<file path="src/rtl/dcc_pkg.sv">
package dcc_pkg;

  typedef enum logic [2:0] {
    CMD_COH_RD  = 3'd0,
    CMD_COH_RDX = 3'd1,
    CMD_COH_WR  = 3'd2,
    CMD_UC_RD   = 3'd3,
    CMD_UC_WR   = 3'd4
  } bus_cmd_e;

  typedef enum logic [2:0] {
    ST_IDLE    = 3'd0,
    ST_RD_REQ  = 3'd1,
    ST_RD_WAIT = 3'd2,
    ST_WR_REQ  = 3'd3,
    ST_RESP    = 3'd4
  } ctrl_state_e;

endpackage

</file>
<file path="src/rtl/dcc_range_chk.sv">
module dcc_range_chk #(
  parameter int ADDR_W     = 32,
  parameter int LINE_BYTES = 32
) (
  input  logic [ADDR_W-1:0] addr,
  input  logic [ADDR_W-1:0] win_base,
  input  logic [ADDR_W-1:0] win_size,
  output logic              in_mem
);
  localparam int OFF_W = $clog2(LINE_BYTES);
  localparam logic [ADDR_W-1:0] OFF_MASK = ADDR_W'((1 << OFF_W) - 1);

  logic [ADDR_W-1:0] line_addr;
  logic [ADDR_W-1:0] delta;
  logic              above_base;

  always_comb begin
    line_addr  = addr & ~OFF_MASK;
    above_base = (line_addr >= win_base);
    delta      = line_addr - win_base;
    in_mem     = above_base && (delta < win_size);
  end

endmodule

</file>
<file path="src/rtl/dcc_merge.sv">
module dcc_merge #(
  parameter int LINE_BYTES = 32
) (
  input  logic [LINE_BYTES*8-1:0] new_data,
  input  logic [LINE_BYTES*8-1:0] old_data,
  input  logic [LINE_BYTES-1:0]   byte_sel,
  output logic [LINE_BYTES*8-1:0] merged
);
  for (genvar b = 0; b < LINE_BYTES; b++) begin : g_byte
    assign merged[8*b +: 8] = byte_sel[b] ? new_data[8*b +: 8] : old_data[8*b +: 8];
  end
endmodule

</file>
<file path="src/rtl/dcc_ctrl.sv">
module dcc_ctrl
  import dcc_pkg::*;
#(
  parameter int ADDR_W     = 32,
  parameter int LINE_BYTES = 32
) (
  input  logic                    clk,
  input  logic                    rst_n,
  input  logic                    req_valid,
  output logic                    req_ready,
  input  logic [ADDR_W-1:0]       req_addr,
  input  logic                    req_write,
  input  logic [LINE_BYTES-1:0]   req_be,
  input  logic [LINE_BYTES*8-1:0] req_wdata,
  input  logic                    req_in_mem,
  output logic                    bus_valid,
  input  logic                    bus_ready,
  output logic [2:0]              bus_cmd,
  output logic [ADDR_W-1:0]       bus_addr,
  output logic [LINE_BYTES-1:0]   bus_be,
  output logic [LINE_BYTES*8-1:0] bus_wdata,
  input  logic                    bus_rvalid,
  input  logic [LINE_BYTES*8-1:0] bus_rdata,
  output logic                    rsp_valid,
  output logic                    rsp_write,
  output logic [LINE_BYTES*8-1:0] rsp_rdata
);
  localparam int DATA_W = LINE_BYTES * 8;
  localparam int OFF_W  = $clog2(LINE_BYTES);
  localparam logic [ADDR_W-1:0] OFF_MASK = ADDR_W'((1 << OFF_W) - 1);
  localparam logic [LINE_BYTES-1:0] ALL_BE = {LINE_BYTES{1'b1}};

  ctrl_state_e state_q, state_d;
  logic [ADDR_W-1:0]     addr_q;
  logic [LINE_BYTES-1:0] be_q;
  logic [DATA_W-1:0]     wdata_q, wdata_d;
  logic [DATA_W-1:0]     rdata_q, rdata_d;
  logic                  wr_q, mem_q;

  logic accept, full_line, rd_done;
  logic cap_en, wdata_en, rdata_en;
  logic [DATA_W-1:0] merged_line, masked_line;
  bus_cmd_e cmd_e;

  dcc_merge #(.LINE_BYTES(LINE_BYTES)) u_rmw_merge (
    .new_data (wdata_q),
    .old_data (bus_rdata),
    .byte_sel (be_q),
    .merged   (merged_line)
  );

  dcc_merge #(.LINE_BYTES(LINE_BYTES)) u_rsp_mask (
    .new_data (bus_rdata),
    .old_data ({DATA_W{1'b0}}),
    .byte_sel (be_q),
    .merged   (masked_line)
  );

  // next-state logic
  always_comb begin
    accept    = req_valid && (state_q == ST_IDLE);
    full_line = (req_be == ALL_BE);
    rd_done   = (state_q == ST_RD_WAIT) && bus_rvalid;
    state_d   = state_q;
    unique case (state_q)
      ST_IDLE: begin
        if (accept) begin
          if (req_write && !(req_in_mem && !full_line)) state_d = ST_WR_REQ;
          else                                          state_d = ST_RD_REQ;
        end
      end
      ST_RD_REQ:  if (bus_ready) state_d = ST_RD_WAIT;
      ST_RD_WAIT: if (bus_rvalid) state_d = wr_q ? ST_WR_REQ : ST_RESP;
      ST_WR_REQ:  if (bus_ready) state_d = ST_RESP;
      ST_RESP:    state_d = ST_IDLE;
      default:    state_d = ST_IDLE;
    endcase
  end

  // datapath enables and next values
  always_comb begin
    cap_en   = accept;
    wdata_en = accept || (rd_done && wr_q);
    rdata_en = accept || (rd_done && !wr_q);
    wdata_d  = accept ? req_wdata : merged_line;
    rdata_d  = accept ? {DATA_W{1'b0}} : masked_line;
  end

  always_ff @(posedge clk or negedge rst_n) begin
    if (!rst_n) state_q <= ST_IDLE;
    else        state_q <= state_d;
  end

  always_ff @(posedge clk or negedge rst_n) begin
    if (!rst_n) begin
      addr_q <= '0;
      be_q   <= '0;
      wr_q   <= 1'b0;
      mem_q  <= 1'b0;
    end else if (cap_en) begin
      addr_q <= req_addr & ~OFF_MASK;
      be_q   <= req_be;
      wr_q   <= req_write;
      mem_q  <= req_in_mem;
    end
  end

  always_ff @(posedge clk or negedge rst_n) begin
    if (!rst_n)        wdata_q <= '0;
    else if (wdata_en) wdata_q <= wdata_d;
  end

  always_ff @(posedge clk or negedge rst_n) begin
    if (!rst_n)        rdata_q <= '0;
    else if (rdata_en) rdata_q <= rdata_d;
  end

  // outputs
  always_comb begin
    cmd_e = CMD_COH_RD;
    if (state_q == ST_WR_REQ) cmd_e = mem_q ? CMD_COH_WR : CMD_UC_WR;
    else if (!mem_q)          cmd_e = CMD_UC_RD;
    else if (wr_q)            cmd_e = CMD_COH_RDX;
    else                      cmd_e = CMD_COH_RD;
  end

  assign req_ready = (state_q == ST_IDLE);
  assign bus_valid = (state_q == ST_RD_REQ) || (state_q == ST_WR_REQ);
  assign bus_cmd   = cmd_e;
  assign bus_addr  = addr_q;
  assign bus_be    = mem_q ? ALL_BE : be_q;
  assign bus_wdata = wdata_q;
  assign rsp_valid = (state_q == ST_RESP);
  assign rsp_write = wr_q;
  assign rsp_rdata = rdata_q;


  bus_hold_chk: assert property (@(posedge clk) disable iff (!rst_n)
    (bus_valid && !bus_ready) |=> (bus_valid && $stable(bus_cmd) && $stable(bus_addr)
                                    && $stable(bus_be) && $stable(bus_wdata)));


  req_lock_chk: assert property (@(posedge clk) disable iff (!rst_n)
    (req_valid && req_ready) |=> !req_ready);


  rsp_pulse_chk: assert property (@(posedge clk) disable iff (!rst_n)
    rsp_valid |=> !rsp_valid);


  rsp_quiet_bus_chk: assert property (@(posedge clk) disable iff (!rst_n)
    rsp_valid |-> !bus_valid);


  coh_full_be_chk: assert property (@(posedge clk) disable iff (!rst_n)
    (bus_valid && (bus_cmd == CMD_COH_RD || bus_cmd == CMD_COH_RDX || bus_cmd == CMD_COH_WR))
      |-> (bus_be == ALL_BE));


  rmw_write_follows_chk: assert property (@(posedge clk) disable iff (!rst_n)
    (bus_valid && bus_ready && bus_cmd == CMD_COH_RDX) |=> (!bus_valid && !req_ready && !rsp_valid));

endmodule

</file>
<file path="src/rtl/dma_coh_conv.sv">
module dma_coh_conv #(
  parameter int ADDR_W     = 32,
  parameter int LINE_BYTES = 32
) (
  input  logic                    clk,
  input  logic                    rst_n,
  input  logic [ADDR_W-1:0]       cfg_mem_base,
  input  logic [ADDR_W-1:0]       cfg_mem_size,
  input  logic                    req_valid,
  output logic                    req_ready,
  input  logic [ADDR_W-1:0]       req_addr,
  input  logic                    req_write,
  input  logic [LINE_BYTES-1:0]   req_be,
  input  logic [LINE_BYTES*8-1:0] req_wdata,
  output logic                    bus_valid,
  input  logic                    bus_ready,
  output logic [2:0]              bus_cmd,
  output logic [ADDR_W-1:0]       bus_addr,
  output logic [LINE_BYTES-1:0]   bus_be,
  output logic [LINE_BYTES*8-1:0] bus_wdata,
  input  logic                    bus_rvalid,
  input  logic [LINE_BYTES*8-1:0] bus_rdata,
  output logic                    rsp_valid,
  output logic                    rsp_write,
  output logic [LINE_BYTES*8-1:0] rsp_rdata
);
  localparam int SYNC_STAGES = 2;

  logic [SYNC_STAGES-1:0] rst_sync_q;
  logic                   rst_int_n;
  logic                   in_mem;

  always_ff @(posedge clk or negedge rst_n) begin
    if (!rst_n) rst_sync_q <= '0;
    else        rst_sync_q <= {rst_sync_q[SYNC_STAGES-2:0], 1'b1};
  end
  assign rst_int_n = rst_sync_q[SYNC_STAGES-1];

  dcc_range_chk #(.ADDR_W(ADDR_W), .LINE_BYTES(LINE_BYTES)) u_range (
    .addr     (req_addr),
    .win_base (cfg_mem_base),
    .win_size (cfg_mem_size),
    .in_mem   (in_mem)
  );

  dcc_ctrl #(.ADDR_W(ADDR_W), .LINE_BYTES(LINE_BYTES)) u_ctrl (
    .clk        (clk),
    .rst_n      (rst_int_n),
    .req_valid  (req_valid),
    .req_ready  (req_ready),
    .req_addr   (req_addr),
    .req_write  (req_write),
    .req_be     (req_be),
    .req_wdata  (req_wdata),
    .req_in_mem (in_mem),
    .bus_valid  (bus_valid),
    .bus_ready  (bus_ready),
    .bus_cmd    (bus_cmd),
    .bus_addr   (bus_addr),
    .bus_be     (bus_be),
    .bus_wdata  (bus_wdata),
    .bus_rvalid (bus_rvalid),
    .bus_rdata  (bus_rdata),
    .rsp_valid  (rsp_valid),
    .rsp_write  (rsp_write),
    .rsp_rdata  (rsp_rdata)
  );

endmodule

</file>
<file path="config.mk">
export PLATFORM = sky130hd
export DESIGN_NAME = dma_coh_conv
export DESIGN_NICKNAME = d
export VERILOG_FILES = /design/src/rtl/dcc_pkg.sv /design/src/rtl/dcc_range_chk.sv /design/src/rtl/dcc_merge.sv /design/src/rtl/dcc_ctrl.sv /design/src/rtl/dma_coh_conv.sv
export SDC_FILE = /design/constraint.sdc
export NUM_CORES = 1
export LEC_CHECK = 0
export CAP_MARGIN = 20
export CORE_AREA = 2 2 483 485
export CTS_BUF_LIST = sky130_fd_sc_hd__clkbuf_8
export CTS_CLUSTER_DIAMETER = 120
export DETAILED_ROUTE_END_ITERATION = 8
export DIE_AREA = 0 0 485 487
export MAX_ROUTING_LAYER = met4
export PLACE_DENSITY = 0.35
export SYNTH_ARGS = -nofsm -noshare
export SYNTH_HDL_FRONTEND = slang
export SYNTH_SLANG_ARGS = --single-unit
</file>
<file path="constraint.sdc">
create_clock -name clk -period 37.3 [get_ports clk]
set_input_delay 3.73 -clock clk [delete_from_list [all_inputs] [get_ports clk]]
set_output_delay 3.73 -clock clk [all_outputs]
set_load 0.02 [all_outputs]
</file>
# Yosys cells after proc, flatten, opt, wreduce, memory -nomap -nowiden

Cells that the tools add are included.

Register bits: 578
Output and inout port bits: 583
Logic and storage cells: 208

Add/subtract/negate cells: 1
Magnitude comparators: 2
Equal/unequal tests: 41
Muxes and demuxes: 78
Reductions and logical operators: 47

Operator list:

| cell                                                                     | number |
|---|---|
| 256-bit 2-to-1 mux                                                       | 2 |
| 8-bit 2-to-1 mux                                                         | 64 |
| 2-bit inequality test (second input constant)                            | 35 |
| 2-bit AND reduction                                                      | 32 |
| 32-bit == test (second input constant)                                   | 1 |
| 32-bit >= comparator                                                     | 1 |
| 32-bit < comparator                                                      | 1 |
| 32-bit 2-to-1 mux                                                        | 1 |
| 32-bit subtractor                                                        | 1 |
| 3-bit 2-to-1 mux                                                         | 8 |
| 3-bit one-hot mux with 4 select lines                                    | 1 |
| 1-bit logical AND                                                        | 7 |
| 3-bit by 2-bit == test with 1-bit output (second input constant)         | 2 |
| 4-bit AND reduction                                                      | 1 |
| 3-bit by 1-bit == test with 1-bit output (second input constant)         | 1 |
| 3-bit == test (second input constant)                                    | 1 |
| 1-bit zero test                                                          | 3 |
| 3-bit zero test                                                          | 1 |
| 1-bit logical OR                                                         | 3 |
| 2-bit 2-to-1 mux                                                         | 1 |
| 2-bit by 1-bit inequality test with 1-bit output (second input constant) | 1 |
| 1-bit 2-to-1 mux                                                         | 1 |

# Depth between registers and ports, before layout

Depth after elaboration: 9
Depth in mapped cells: 18
Gate-level depth less buffers: 18

# Cells and area by module

From an unflattened synthesis, not the netlist that was laid out.

Cells, all modules: 2,852
Area, all modules: 32,677.6 um^2

Modules (own cells, without submodules):

| module        | instances | cells each | area an instance (um^2) | sequential area each (um^2) |
|---|---|---|---|---|
| dcc_ctrl      | 1         | 1,893      | 23,581.4                | 14,413.8 |
| dcc_merge     | 2         | 288        | 3,243.1                 | 0.0 |
| dcc_range_chk | 1         | 380        | 2,556.2                 | 0.0 |
| dma_coh_conv  | 1         | 3          | 53.8                    | 50.0 |

# Worst setup path before layout

Ideal clock, no wire load.

Path kind: input to register
Start: input cfg_mem_base[13]
End: register u_ctrl.mem_q
Setup time: 0.064 ns
Data arrival time: 6.914 ns
Required time: 37.236 ns
Slack: 30.322 ns
Stages on the path: 18
Path buffers: 0
Cells stage by stage: inv_1 ha_1 a21oi_1 nand2_1 a221oi_1 nand2_1 a21o_1 a21oi_1 xnor2_1 ha_1 a21o_1 a21o_1 a2111oi_0 o21ai_0 o211ai_1 o211ai_1 o32ai_1 a21o_1

Cells in the longest elaborated chain, start to end: 3

Ends and longest elaborated chain:

| element               | RTL line            | text |
|---|---|---|
| from (decl)           | dma_coh_conv.sv:7   | `input logic [ADDR_W-1:0] cfg_mem_base,` |
| 32-bit subtractor     | dcc_range_chk.sv:20 | `delta = line_addr - win_base;` |
| 32-bit < comparator   | dcc_range_chk.sv:21 | `in_mem = above_base && (delta < win_size);` |
| 1-bit logical AND (*) | dcc_range_chk.sv:21 |  |
| to (signal assigned)  | dcc_ctrl.sv:104     | `mem_q <= req_in_mem;` |
| to (decl)             | dcc_ctrl.sv:38      | `logic wr_q, mem_q;` |

Mark *: on every way between the ends. The rest lies on a longest branch, timed or not.
A chain may end at the register's enable or synchronous reset.

# Final worst setup path

Start: input cfg_mem_base[8]
End: register u_ctrl.state_q[1]

Cells in the longest elaborated chain, start to end: 9

Ends and longest elaborated chain:

| element                                   | RTL line            | text |
|---|---|---|
| 32-bit subtractor                         | dcc_range_chk.sv:20 |  |
| 32-bit < comparator                       | dcc_range_chk.sv:21 |  |
| 1-bit logical AND (*)                     | dcc_range_chk.sv:21 |  |
| 1-bit logical AND (*)                     | dcc_ctrl.sv:68      | `if (req_write && !(req_in_mem && !full_line)) state_d = ST_WR_REQ;` |
| 1-bit zero test (*)                       | dcc_ctrl.sv:68      |  |
| 1-bit logical AND (*)                     | dcc_ctrl.sv:68      |  |
| 2-bit 2-to-1 mux (*)                      | dcc_ctrl.sv:68      |  |
| 3-bit 2-to-1 mux (*)                      | dcc_ctrl.sv:67      | `if (accept) begin` |
| 3-bit one-hot mux with 4 select lines (*) | dcc_ctrl.sv:65      | `unique case (state_q)` |
| to (signal assigned)                      | dcc_ctrl.sv:91      | `else state_q <= state_d;` |
| to (decl)                                 | dcc_ctrl.sv:33      | `ctrl_state_e state_q, state_d;` |

Mark *: on every way between the ends. The rest lies on a longest branch, timed or not. The select of a mux whose other input is x is not followed.

==> impl_metrics.env <==
export IMPL_status="completed"
export IMPL_grt_pass1_vias=27500
export IMPL_worst_path_largest_cell_delay_ps=690
export IMPL_relSlewSlack=0.275
export IMPL_drive_gt1_frac=0.0694
export IMPL_via_count=26400
export IMPL_place_area_um2=41500
export IMPL_slew_viol_final=0
export IMPL_tns_ps=0
export IMPL_clock_latency_ps=890
export IMPL_grt_pass1_wl_um=260000
export IMPL_synthSimpleGateAreaFrac=0.176
export IMPL_grtUsageTotal=0.166
export IMPL_yosys_mux_area_fraction=0.000391
export IMPL_synth_cells=2678
export IMPL_place_congestion=0.894
export IMPL_p_leak_uw=0.0185
export IMPL_seq_area_um2=14500
export IMPL_dp_hpwl_um=160000
export IMPL_slowest_stage="a221oi_1"
export IMPL_syn_to_final_growth_pct=72.2
export IMPL_rsz0062_at_grt="no"
export IMPL_synthTopCellsByCount="nand2_1, dfrtp_1, nor2_1"
export IMPL_viasPerCell=3.72
export IMPL_synth_xor_area_frac=0.00820
export IMPL_ys_seq_elements=578
export IMPL_endpoint_kind="flip-flop"
export IMPL_fillCellCount=25700
export IMPL_cts_resized=0
export IMPL_finalNetCount=4628
export IMPL_hold_viol=0
export IMPL_drv_cap=0
export IMPL_final_setup_viol_count=0
export IMPL_cts_root_buffer="clkbuf_8"
export IMPL_tritoncts="yes"
export IMPL_synth_compound_area_frac=0.187
export IMPL_fin_area_um2=44100
export IMPL_critPathMostFrequentCell="a21o_1"
export IMPL_cts_htree_levels=3
export IMPL_postRouteAntennaNets=0
export IMPL_die_area_um2=236000
export IMPL_ys_seq_area_frac=0.564
export IMPL_critPathMaxFanout=5
export IMPL_fin_skew_ps=61.2
export IMPL_post_cts_buffers=0
export IMPL_synth_edf_count=0
export IMPL_fmax_mhz=132
export IMPL_dieWidth_um=485
export IMPL_synth_top_area_cell="dfrtp_1"
export IMPL_cts_buffers=121
export IMPL_clock_sinks=578
export IMPL_synth_top_cell_area_share=0.564
export IMPL_startpoint="cfg_mem_base[8]"
export IMPL_synth_most_common_cell="nand2_1"
export IMPL_ys_top_cells_by_area="dfrtp_1, nand2_1, a22o_1, a31oi_1, nor2_1"
export IMPL_place_ws_ps=28740
export IMPL_synth_ff_type="dfrtp_1"
export IMPL_period_minus_slack_ps=7600
export IMPL_synth_fa_ha_area_frac=0.0293
export IMPL_io_buffers=1218
export IMPL_syn_area_um2=25600
export IMPL_fin_util=0.191
export IMPL_clock_path_buffers=3
export IMPL_dr_pass1_iters=5
export IMPL_clk_pin_slew_ps=60
export IMPL_boundaryPins=1229
export IMPL_remaining_drc_errors=0
export IMPL_multi_input_area_um2=10400
export IMPL_worst_slack_ps=29700
export IMPL_start_util=0.111
export IMPL_startpoint_type="input pin"
export IMPL_synth_cell_type_count=60
export IMPL_ys_warnings_count=0
export IMPL_hold_path_class="flip-flop to flip-flop"
export IMPL_cp_arrival_ps=8280
export IMPL_ctsHoldBuffers=0
export IMPL_routed_wl_um=197000
export IMPL_grt_start_max_net_pins=144
export IMPL_path_cells="clkdlybuf4s50_1, inv_1, ha_1, a21oi_1, o21ai_0, a221oi_1, nand2_1, a21o_1, a21oi_1, xnor2_1, ha_1, a21o_1, a21o_1, a2111oi_0, o21ai_0, o211ai_1, o211ai_1, o31ai_1, a41oi_1"
export IMPL_tightest_slew_ps=1090
export IMPL_core_region_area_um2=231000
export IMPL_peakVddDrop_v=0.0000414
export IMPL_syn_avg_cell_area_um2=9.57
export IMPL_rows=177
export IMPL_crit_type="input pin to flip-flop"
export IMPL_overflow=0
export IMPL_die_y_um=487
export IMPL_worstPathRequired_ps=37990
export IMPL_whs_ps=350
export IMPL_drt_initial_drc_count=1602
export IMPL_hold_start="rst_sync_q[0]"
export IMPL_antenna_found_initial=95
export IMPL_p_per_area_nw_per_um2=91.9
export IMPL_avgRoutedWirePerCell_um=27.7
export IMPL_timing_rr_start="u_ctrl.state_q[0]"
export IMPL_synth_top_family_by_area="compound AO/OA/AOI/OAI gates"
export IMPL_synthArstFlopShare=1.00
export IMPL_timing_final_crit_share=0.204
-- state kept, by name, summed over array words and instances (netlist names) --
signal / cells
u_ctrl.mem_q: 1
u_ctrl.rsp_write: 1
u_ctrl.be_q: 32
u_ctrl.rsp_rdata: 256
u_ctrl.bus_addr: 27
u_ctrl.state_q: 3
u_ctrl.bus_wdata: 256
rst_sync_q: 2
-- metal layers --
layer | up-vias | global-route usage | part of all wire
met3 | 213 | 0.0805 | 0.11
met4 | 0 | 0.0466 | 0.024
met5 | - | - | 0
met1 | 13000 | 0.199 | 0.43
met2 | 1251 | 0.246 | 0.44
li1 | 11900 | - | -
-- cell usage in the layout, fill, tap and decap left out, types with 3 or more instances in the layout --
cell / instances
or3_1: 4
nor2_1: 318
and4_1: 3
clkinv_2: 7
inv_1: 108
dfrtp_1: 576
o21a_1: 4
a21oi_2: 9
o21ai_0: 20
conb_1: 6
nand4_1: 16
buf_4: 45
or2_2: 34
a21o_1: 18
a22o_1: 256
xor2_1: 8
nand2b_1: 6
nor2b_1: 9
diode_2: 56
ha_1: 60
a31oi_1: 259
xnor2_1: 16
clkbuf_8: 149
bufinv_16: 4
a21oi_1: 58
a211oi_1: 4
clkdlybuf4s50_1: 1218
buf_12: 5
nand3_1: 5
o211ai_1: 4
nor3_1: 7
nand2_1: 713
o31ai_1: 3
-- where the power goes --
group,switching [µW],total (µW),internal (µW)
clock network,336,723,386
registers,222,1150,929
logic,1310,2180,869
total,1870,4060,2180
-- path summary, 6_finish.rpt --
check,endpoint,slack (ps),cells past startpoint
setup / recovery,u_ctrl.state_q[1],29700,19
hold / removal,rst_sync_q[1],350,0
setup reg to reg,u_ctrl.bus_wdata[79],33410,6
hold reg to reg,rst_sync_q[1],350,0
max in group asynchronous,u_ctrl.rsp_rdata[222],33680,3
min in group asynchronous,u_ctrl.bus_wdata[120],430,0
-- stage by stage --
stage / std cells / total power [µW]
3_3_place_gp: 6838 / 3380
3_5_place_dp: 6840 / 3380
2_1_floorplan: 2682 / 2110
5_1_grt: 7102 / 4310
4_1_cts: 7045 / 4140
6_report: 7103 / 4060
-- worst max-delay path: cells and delay by family --
family	cells	cell delay, ps
xor gates and xnor gates	1	130
AOI/OAI and AO/OA	13	3100
buffers and inverters	2	500
adders and majority gates	2	630
and+or+nand+nor	1	190
-- kinds of logic (layout without fill, tap and decap cells) --
kind of cell | Yosys count | in the layout
buf+inv | 221 | 1543
flops | 578 | 578
xor+xnor | 24 | 24
other cells | 2 | 62
fa+ha+maj | 60 | 60
mux | 1 | 1
simple gates | 1132 | 1132
compound gates | 660 | 660
-- final cells by class --
class                   instances  area share
flip-flops and latches        578       0.328
repair buffers               1268       0.286
multi-input cells            1883       0.235
well taps                    3043      0.0863
clock buffers                 149      0.0465
clock inverters                56     0.00933
inverters                      70     0.00595
diodes                         56     0.00317
No activity file was read; power rests on OpenSTA's default activity.
